### config.mk
export PLATFORM = sky130hd
export DESIGN_NAME = flash_cmd_front
export DESIGN_NICKNAME = d
export VERILOG_FILES = /design/src/rtl/flash_cmd_pkg.sv /design/src/rtl/flash_pwr_ctrl.sv /design/src/rtl/flash_cmd_decode.sv /design/src/rtl/flash_status_reg.sv /design/src/rtl/flash_cmd_front.sv
export SDC_FILE = /design/constraint.sdc
export NUM_CORES = 1
export LEC_CHECK = 0
export CORE_ASPECT_RATIO = 1.75
export CORE_MARGIN = 2
export CORE_UTILIZATION = 30
export DETAILED_ROUTE_END_ITERATION = 12
export PLACE_DENSITY = 0.63
export SLEW_MARGIN = 20
export SYNTH_ARGS = -nofsm -noshare
export SYNTH_HDL_FRONTEND = slang
export SYNTH_HIERARCHICAL = 1
export SYNTH_SLANG_ARGS = --single-unit
### constraint.sdc
create_clock -name clk -period 7.4 [get_ports clk]
set_input_delay 1.11 -clock clk [delete_from_list [all_inputs] [get_ports clk]]
set_output_delay 1.11 -clock clk [all_outputs]
set_load 0.05 [all_outputs]
### src/rtl/flash_cmd_pkg.sv
// Shared constants and state types for the flash command front end.
// Assumes byte-wide commands on the host bus.
package flash_cmd_pkg;
    localparam int BYTE_W = 8;

    localparam logic [BYTE_W-1:0] CMD_READ_ARRAY = 8'hFF;
    localparam logic [BYTE_W-1:0] CMD_READ_STAT  = 8'h70;
    localparam logic [BYTE_W-1:0] CMD_CLEAR_STAT = 8'h50;
    localparam logic [BYTE_W-1:0] CMD_PROG_SETUP = 8'h40;
    localparam logic [BYTE_W-1:0] CMD_ERASE_SET  = 8'h20;
    localparam logic [BYTE_W-1:0] CMD_ERASE_CONF = 8'hD0;

    typedef enum logic [1:0] {PW_RUN, PW_ABORT, PW_DPD, PW_WAKE} pwr_state_t;
    typedef enum logic [1:0] {SEQ_IDLE, SEQ_PROG, SEQ_ERASE} seq_state_t;
endpackage

### src/rtl/flash_pwr_ctrl.sv
// Reset-pin sequencer. It runs normally, aborts an in-flight operation when
// the pin drops, holds deep power-down while the pin is low, then waits
// WAKE_CYC cycles before it enables commands again.
// Assumes that wsm_busy falls some time after abort is requested.
module flash_pwr_ctrl
    import flash_cmd_pkg::*;
#(
    parameter int WAKE_CYC = 16
) (
    input  logic       clk,
    input  logic       rst_n,
    input  logic       pin_low,
    input  logic       wsm_busy,
    output pwr_state_t state,
    output logic       cmd_enable,
    output logic       pwr_clr
);
    localparam int CW = $clog2(WAKE_CYC + 1);
    localparam logic [CW-1:0] WAKE_LAST = CW'(WAKE_CYC - 1);

    logic [CW-1:0] wake_cnt;

    // State transitions of the reset-pin sequencer and the wake-up counter.
    always_ff @(posedge clk) begin
        if (!rst_n) begin
            state    <= PW_RUN;
            wake_cnt <= '0;
        end else begin
            case (state)
                PW_RUN:   if (pin_low) state <= wsm_busy ? PW_ABORT : PW_DPD;
                PW_ABORT: if (!wsm_busy) state <= PW_DPD;
                PW_DPD: begin
                    wake_cnt <= '0;
                    if (!pin_low) state <= PW_WAKE;
                end
                PW_WAKE: begin
                    if (pin_low) begin
                        state <= PW_DPD;
                    end else if (wake_cnt == WAKE_LAST) begin
                        state <= PW_RUN;
                    end else begin
                        wake_cnt <= wake_cnt + 1'b1;
                    end
                end
                default: state <= PW_RUN;
            endcase
        end
    end

    // Commands are allowed only in normal running with the pin released.
    always_comb begin
        cmd_enable = (state == PW_RUN) && !pin_low;
        pwr_clr    = (state == PW_ABORT) || (state == PW_DPD);
    end

    a_r8_abort_entry: assert property (@(posedge clk) disable iff (!rst_n)
        (state == PW_RUN && pin_low && wsm_busy) |=> (state == PW_ABORT));
    a_r8_abort_to_dpd: assert property (@(posedge clk) disable iff (!rst_n)
        (state == PW_ABORT && !wsm_busy) |=> (state == PW_DPD));
    a_r10_dpd_not_run: assert property (@(posedge clk) disable iff (!rst_n)
        (state == PW_DPD) |=> (state != PW_RUN));
endmodule

### src/rtl/flash_cmd_decode.sv
// Command sequencer. It decodes single-byte commands and the two-cycle
// program and erase sequences, drives the read selection, issues registered
// start pulses and raises one-cycle error-set strobes for status.
// Assumes that wr_acc is high for exactly one cycle per host write.
module flash_cmd_decode
    import flash_cmd_pkg::*;
(
    input  logic              clk,
    input  logic              rst_n,
    input  logic              wr_acc,
    input  logic [BYTE_W-1:0] wr_data,
    input  logic              flush,
    input  logic              ok_vpp,
    input  logic              ok_other,
    output logic              show_status,
    output logic              start_prog,
    output logic              start_erase,
    output logic [BYTE_W-1:0] prog_data,
    output logic              set_vpp_err,
    output logic              set_prog_err,
    output logic              set_erase_err,
    output logic              clr_cmd
);
    seq_state_t seq;
    logic confirm, bad_code, op_fail, go_prog, go_erase;

    // Classify the current write against the pending sequence.
    always_comb begin
        confirm       = wr_acc && (seq != SEQ_IDLE);
        bad_code      = (seq == SEQ_ERASE) && (wr_data != CMD_ERASE_CONF);
        op_fail       = !ok_vpp || !ok_other;
        go_prog       = confirm && (seq == SEQ_PROG) && !op_fail;
        go_erase      = confirm && (seq == SEQ_ERASE) && !bad_code && !op_fail;
        set_prog_err  = confirm && (((seq == SEQ_PROG) && op_fail) || bad_code);
        set_erase_err = confirm && (seq == SEQ_ERASE) && (bad_code || op_fail);
        set_vpp_err   = confirm && !ok_vpp && !bad_code;
        clr_cmd       = wr_acc && (seq == SEQ_IDLE) && (wr_data == CMD_CLEAR_STAT);
    end

    // Sequence state, read selection and start pulses.
    always_ff @(posedge clk) begin
        if (!rst_n || flush) begin
            seq         <= SEQ_IDLE;
            show_status <= 1'b0;
            start_prog  <= 1'b0;
            start_erase <= 1'b0;
        end else begin
            start_prog  <= go_prog;
            start_erase <= go_erase;
            if (confirm) begin
                seq <= SEQ_IDLE;
            end else if (wr_acc) begin
                case (wr_data)
                    CMD_READ_ARRAY: show_status <= 1'b0;
                    CMD_READ_STAT:  show_status <= 1'b1;
                    CMD_PROG_SETUP: begin seq <= SEQ_PROG;  show_status <= 1'b1; end
                    CMD_ERASE_SET:  begin seq <= SEQ_ERASE; show_status <= 1'b1; end
                    default: ;
                endcase
            end
        end
    end

    // Capture the program data byte with its start request.
    always_ff @(posedge clk) begin
        if (!rst_n) prog_data <= '0;
        else if (go_prog) prog_data <= wr_data;
    end

    a_r4_one_start: assert property (@(posedge clk) disable iff (!rst_n)
        $onehot0({start_prog, start_erase}));
    a_r5_start_needs_supply: assert property (@(posedge clk) disable iff (!rst_n)
        (start_prog || start_erase) |-> $past(ok_vpp && ok_other));
    a_r11_no_start_after_flush: assert property (@(posedge clk) disable iff (!rst_n)
        flush |=> (!start_prog && !start_erase));
endmodule

### src/rtl/flash_status_reg.sv
// Sticky error bits of the status byte, in the order {erase, program, VPP}.
// Bits are set by strobes from the decoder and cleared by command or by
// power-down. Assumes that a set strobe and a clear command never coincide.
module flash_status_reg (
    input  logic       clk,
    input  logic       rst_n,
    input  logic       pwr_clr,
    input  logic       clr_cmd,
    input  logic       set_vpp_err,
    input  logic       set_prog_err,
    input  logic       set_erase_err,
    output logic [2:0] err_bits
);
    // Accumulate error flags until they are explicitly cleared.
    always_ff @(posedge clk) begin
        if (!rst_n || pwr_clr || clr_cmd) begin
            err_bits <= '0;
        end else begin
            err_bits <= err_bits | {set_erase_err, set_prog_err, set_vpp_err};
        end
    end

    a_r9_clear_on_pd: assert property (@(posedge clk) disable iff (!rst_n)
        pwr_clr |=> (err_bits == 3'b000));
    a_r7_sticky: assert property (@(posedge clk) disable iff (!rst_n)
        (!pwr_clr && !clr_cmd) |=> ((err_bits & $past(err_bits)) == $past(err_bits)));
endmodule

### src/rtl/flash_cmd_front.sv
// Top of the flash command front end. It gates host writes with the strobes,
// the supply lockout and the reset-pin sequencer, and it builds the status
// byte and the read-data mux. Assumes digital supply flags and that
// rst_pin_low and rst_pin_valid are never both high.
module flash_cmd_front
    import flash_cmd_pkg::*;
#(
    parameter int WAKE_CYC = 16
) (
    input  logic              clk,
    input  logic              rst_n,
    input  logic              bus_we_n,
    input  logic              bus_ce_n,
    input  logic [BYTE_W-1:0] bus_d,
    output logic [BYTE_W-1:0] bus_q,
    input  logic [BYTE_W-1:0] array_q,
    input  logic              vcc_ok,
    input  logic              vcc_lko,
    input  logic              vpp_ok,
    input  logic              rst_pin_low,
    input  logic              rst_pin_valid,
    input  logic              wsm_busy,
    output logic              start_prog,
    output logic              start_erase,
    output logic [BYTE_W-1:0] prog_data,
    output logic              abort_req,
    output logic              ry_by,
    output logic              deep_pd
);
    pwr_state_t pw_state;
    logic cmd_enable, pwr_clr, wr_acc, show_status;
    logic set_vpp_err, set_prog_err, set_erase_err, clr_cmd;
    logic [2:0] err_bits;
    logic [BYTE_W-1:0] status_byte;

    flash_pwr_ctrl #(.WAKE_CYC(WAKE_CYC)) u_pwr (
        .clk(clk), .rst_n(rst_n), .pin_low(rst_pin_low), .wsm_busy(wsm_busy),
        .state(pw_state), .cmd_enable(cmd_enable), .pwr_clr(pwr_clr)
    );

    flash_cmd_decode u_dec (
        .clk(clk), .rst_n(rst_n), .wr_acc(wr_acc), .wr_data(bus_d),
        .flush(pwr_clr || vcc_lko), .ok_vpp(vpp_ok),
        .ok_other(vcc_ok && rst_pin_valid), .show_status(show_status),
        .start_prog(start_prog), .start_erase(start_erase), .prog_data(prog_data),
        .set_vpp_err(set_vpp_err), .set_prog_err(set_prog_err),
        .set_erase_err(set_erase_err), .clr_cmd(clr_cmd)
    );

    flash_status_reg u_sts (
        .clk(clk), .rst_n(rst_n), .pwr_clr(pwr_clr), .clr_cmd(clr_cmd),
        .set_vpp_err(set_vpp_err), .set_prog_err(set_prog_err),
        .set_erase_err(set_erase_err), .err_bits(err_bits)
    );

    // Write gating, ready/busy, status byte and read-data selection.
    always_comb begin
        wr_acc      = !bus_we_n && !bus_ce_n && cmd_enable && !vcc_lko;
        abort_req   = (pw_state == PW_ABORT);
        deep_pd     = (pw_state == PW_DPD);
        ry_by       = !wsm_busy && !abort_req;
        status_byte = {ry_by, 1'b0, err_bits, 3'b000};
        bus_q       = show_status ? status_byte : array_q;
    end

    a_r1_write_gate: assert property (@(posedge clk) disable iff (!rst_n)
        (start_prog || start_erase) |-> $past(!bus_we_n && !bus_ce_n));
    a_r11_lockout_blocks: assert property (@(posedge clk) disable iff (!rst_n)
        vcc_lko |=> !(start_prog || start_erase));
endmodule

==> key figures <==
Placed design
  • Total placed cells including tap cells: between 200 and 300
  • RD Place Congestion: ~0.86
  • Placement Cell Area: approximately 0.0019 sq mm
  • Post-place setup slack: 3.60 ns
  • Final HPWL DP: 2630 um
  • Port Buffers: between 40 and 50

Global route
  • Grt ovf: 0
  • Vias in the first global route: roughly 1300
  • Initial antenna violation count: 0
  • First-pass GRT wire length: 5530 um
  • GRT Total Usage: about an eighth
  • Pin count of the biggest net entering global routing: 20

Final layout
  • Commonest non-fill, non-tap cell in the layout: clkdlybuf4s50_1
  • Most frequent cells in the layout: 46 x clkdlybuf4s50_1, 23 x dfxtp_1, 14 x nand3_1, 13 x o21ai_0, 12 x nand2_1
  • Number of fillers in the final layout: around 460
  • Area growth from synthesis to layout: 38.8%
  • Number of diodes: 0
  • Fin area: around 0.0020 sq mm
  • Nets: 240
  • Layout Cells excl Fill: approximately 260
  • Fraction of layout cells with a size suffix above 1: under 10%

Timing
  • Max Slew Vio Count: 0
  • Endpoints failing hold: 0
  • Peak Freq: around 260 MHz
  • Max-slew headroom: roughly 61%
  • RSZ-0062 raised after global routing: no
  • Final min period: 3.80 ns
  • Tightest Pin Transition: between 0.5 and 0.6 ns
  • Setup TNS: 0 ns
  • Final Cycle Share: 51.4%
  • Clock Skew: around 0.0019 ns
  • Setup violations, final: 0
  • Setup slack after layout: around 3.6 ns

Setup path
  • Cell chain of the critical path: clkdlybuf4s50_1 -> nand2b_1 -> o22ai_1 -> clkdlybuf4s50_1
  • Critical path endpoint category: primary output
  • R2r endpoint: u_dec/seq[0]
  • Startpoint Class: primary input
  • RR Startpoint: u_pwr/state[0]
  • Register-to-register setup slack: just over 5 ns
  • Critical-path maximum fanout: 5
  • Buf/Inv on CP: 2
  • Worst endpoint data arrival time: ~2.7 ns
  • Critical path type: in -> out
  • Critical path's largest stage delay: around 0.8 ns
  • Cell family with the largest share of critical-path delay: buffers and inverters
  • Critical Path Slowest Stage Cell: clkdlybuf4s50_1
  • Most frequent CP cell: clkdlybuf4s50_1
  • FF-to-FF path depth: 8
  • Critical Path RT: 6.29 ns

Clocking
  • Root Driver: clkbuf_8
  • Post-CTS Hold Fix Bufs: 0
  • Clk sink count: 23
  • Setup bufs post-CTS: 0
  • Clock Tree Buf Depth: 2
  • CTS H-tree depth: 1
  • Worst skew pair latency: 0.26 ns
  • Clk slew on worst S/H paths: 0.08 ns
  • PostCTS Resize Cnt: 0
  • CTS Buf Count: 3
  • CTS tree: done

Job
  • Max Cap Viol: 0

Detailed routing
  • Routed len/inst: approximately 13 um
  • DRC Markers: 0
  • Final WL: 3330 um
  • Vias: between 1000 and 1500
  • Antenna Violating Nets Remaining: 0
  • Drt first pass iters: 4
  • Initial DRC count: about 40
  • Via density: around 5.2

Floorplanning
  • # rows: 33
  • Core ar.: around 0.0046 sq mm
  • # IOs: 47
  • Starting Density: between 30% and 40%
  • DIE AREA: roughly 0.0053 sq mm
  • Die height: roughly 95 um
  • Die Wd: 55.8 um

Yosys
  • Syn avg cell area: ~8.6 sq um
  • Syn Std Cell Area: approximately 0.0014 sq mm
  • Post-synth EDFFs: 0
  • Mapped Cells: about 160
  • Number of library cell types mapped by synthesis: 50
  • Synth Register Bits: 23
  • Post-synth ARST share: 0%
  • Ys flop type: dfxtp_1
  • Seq/Total Area, Yosys: between 30% and 40%
  • Mapped Nets: between 150 and 200
  • Yosys Warn Count: 6

Outcome
  • Status: completed

Power and ir drop
  • Fraction of power spent switching nets: about a third
  • Total power density per cell area: between 150 and 200 mW/mm^2
  • Psw: between 0.1 and 0.15 mW
  • Leak pwr: about 0.68 nW
  • Combinational power share: between 40% and 50%
  • Reg power frac: roughly 38%
  • Internal Power: approximately 0.23 mW
  • Clock power share: 21.3%
  • Worst IR Drop VDD: approximately 0.00013 V

Min path
  • Worst hold stages: 1
  • Hold crit path type: reg -> reg
  • HP Start: u_sts/err_bits[2]
  • Hold EP: u_sts/err_bits[2]
==> worst max-delay path by stage <==
| stage | cells past startpoint | slack [ns] | start | end |
|---|---|---|---|---|
| 2_1_floorplan | 2 | 4.29 | wsm_busy | bus_q[7] |
| 3_3_place_gp | 4 | 3.60 | wsm_busy | bus_q[7] |
| 3_5_place_dp | 4 | 3.60 | wsm_busy | bus_q[7] |
| 4_1_cts | 4 | 3.59 | wsm_busy | bus_q[7] |
| 5_1_grt | 4 | 3.50 | wsm_busy | bus_q[7] |
| 6_report | 4 | 3.60 | wsm_busy | bus_q[7] |
==> cell usage after synthesis (2+ instances only) <==
cell type   n  area (sq um)
or3_1       5          31.3
nand4_1     2          12.5
mux2_4      3          45.0
o31ai_1     2          15.0
nand2b_1    3          18.8
nand3_1    14          70.1
a21boi_0    9          67.6
o21ai_0    13          65.1
nor4b_1     2          17.5
nor2_1      4          15.0
nor2b_1     5          31.3
dfxtp_1    23           460
nor3_1      3          15.0
inv_1       7          26.3
o21a_1      7          52.6
ha_1        7          87.6
a21oi_1     2          10.0
and3_2      2          15.0
clkbuf_1    5          18.8
mux2i_1     2          20.0
nand2_1    12          45.0
and2b_1     3          22.5
==> state kept, by name, summed over array words and instances (netlist names) <==
name and flops:
u_dec/prog_data 8, u_pwr/wake_cnt 5, u_sts/err_bits 3, u_dec/seq 2, u_pwr/state 2, u_dec/show_status 1
u_dec/start_erase 1, u_dec/start_prog 1
==> power groups by stage <==
stage / sequential, mW / combinational, mW / clock [mW]
2_1_floorplan: 0.137 / 0.101 / 0
3_3_place_gp: 0.138 / 0.147 / 0
3_5_place_dp: 0.138 / 0.147 / 0
4_1_cts: 0.135 / 0.148 / 0.0811
5_1_grt: 0.136 / 0.160 / 0.0846
6_report: 0.135 / 0.146 / 0.0763
==> per-layer routing <==
metal	global-route usage, %	routed length (um)	vias to the layer above
li1	-	-	686
met1	12.9	1280	603
met2	26.3	1820	41
met3	1.92	162	6
met4	5.49	59	0
met5	0	0	-
==> cell type report <==
type	instances	area (sq um)	share of cell area, %
clock buffers	4	45.0	2.31
inverters	7	26.3	1.35
multi-input cells	125	887	45.4
flip-flops and latches	23	460	23.6
well taps	52	65.1	3.33
repair buffers	47	468	24.0
==> cells by family (layout without fill, tap and decap cells) <==
family	Yosys count	count (layout)	share of synthesized area, %
mux	6	6	5.43
xor+xnor	1	1	0.623
flops	23	23	32.7
buf+inv	15	58	4.63
fa+ha+maj	7	7	6.23
simple gates	70	70	30.5
compound gates	41	41	19.8
==> per-stage QoR <==
step	total power [mW]	util, %	hold WS, ns
floorplan	0.237	-	0.428
global placement	0.285	41.6	0.447
detailed placement	0.286	41.6	0.452
CTS	0.365	42.6	0.474
global route	0.380	42.6	0.493
finish	0.358	42.6	0.469
No activity file was read; power rests on OpenSTA's default activity.
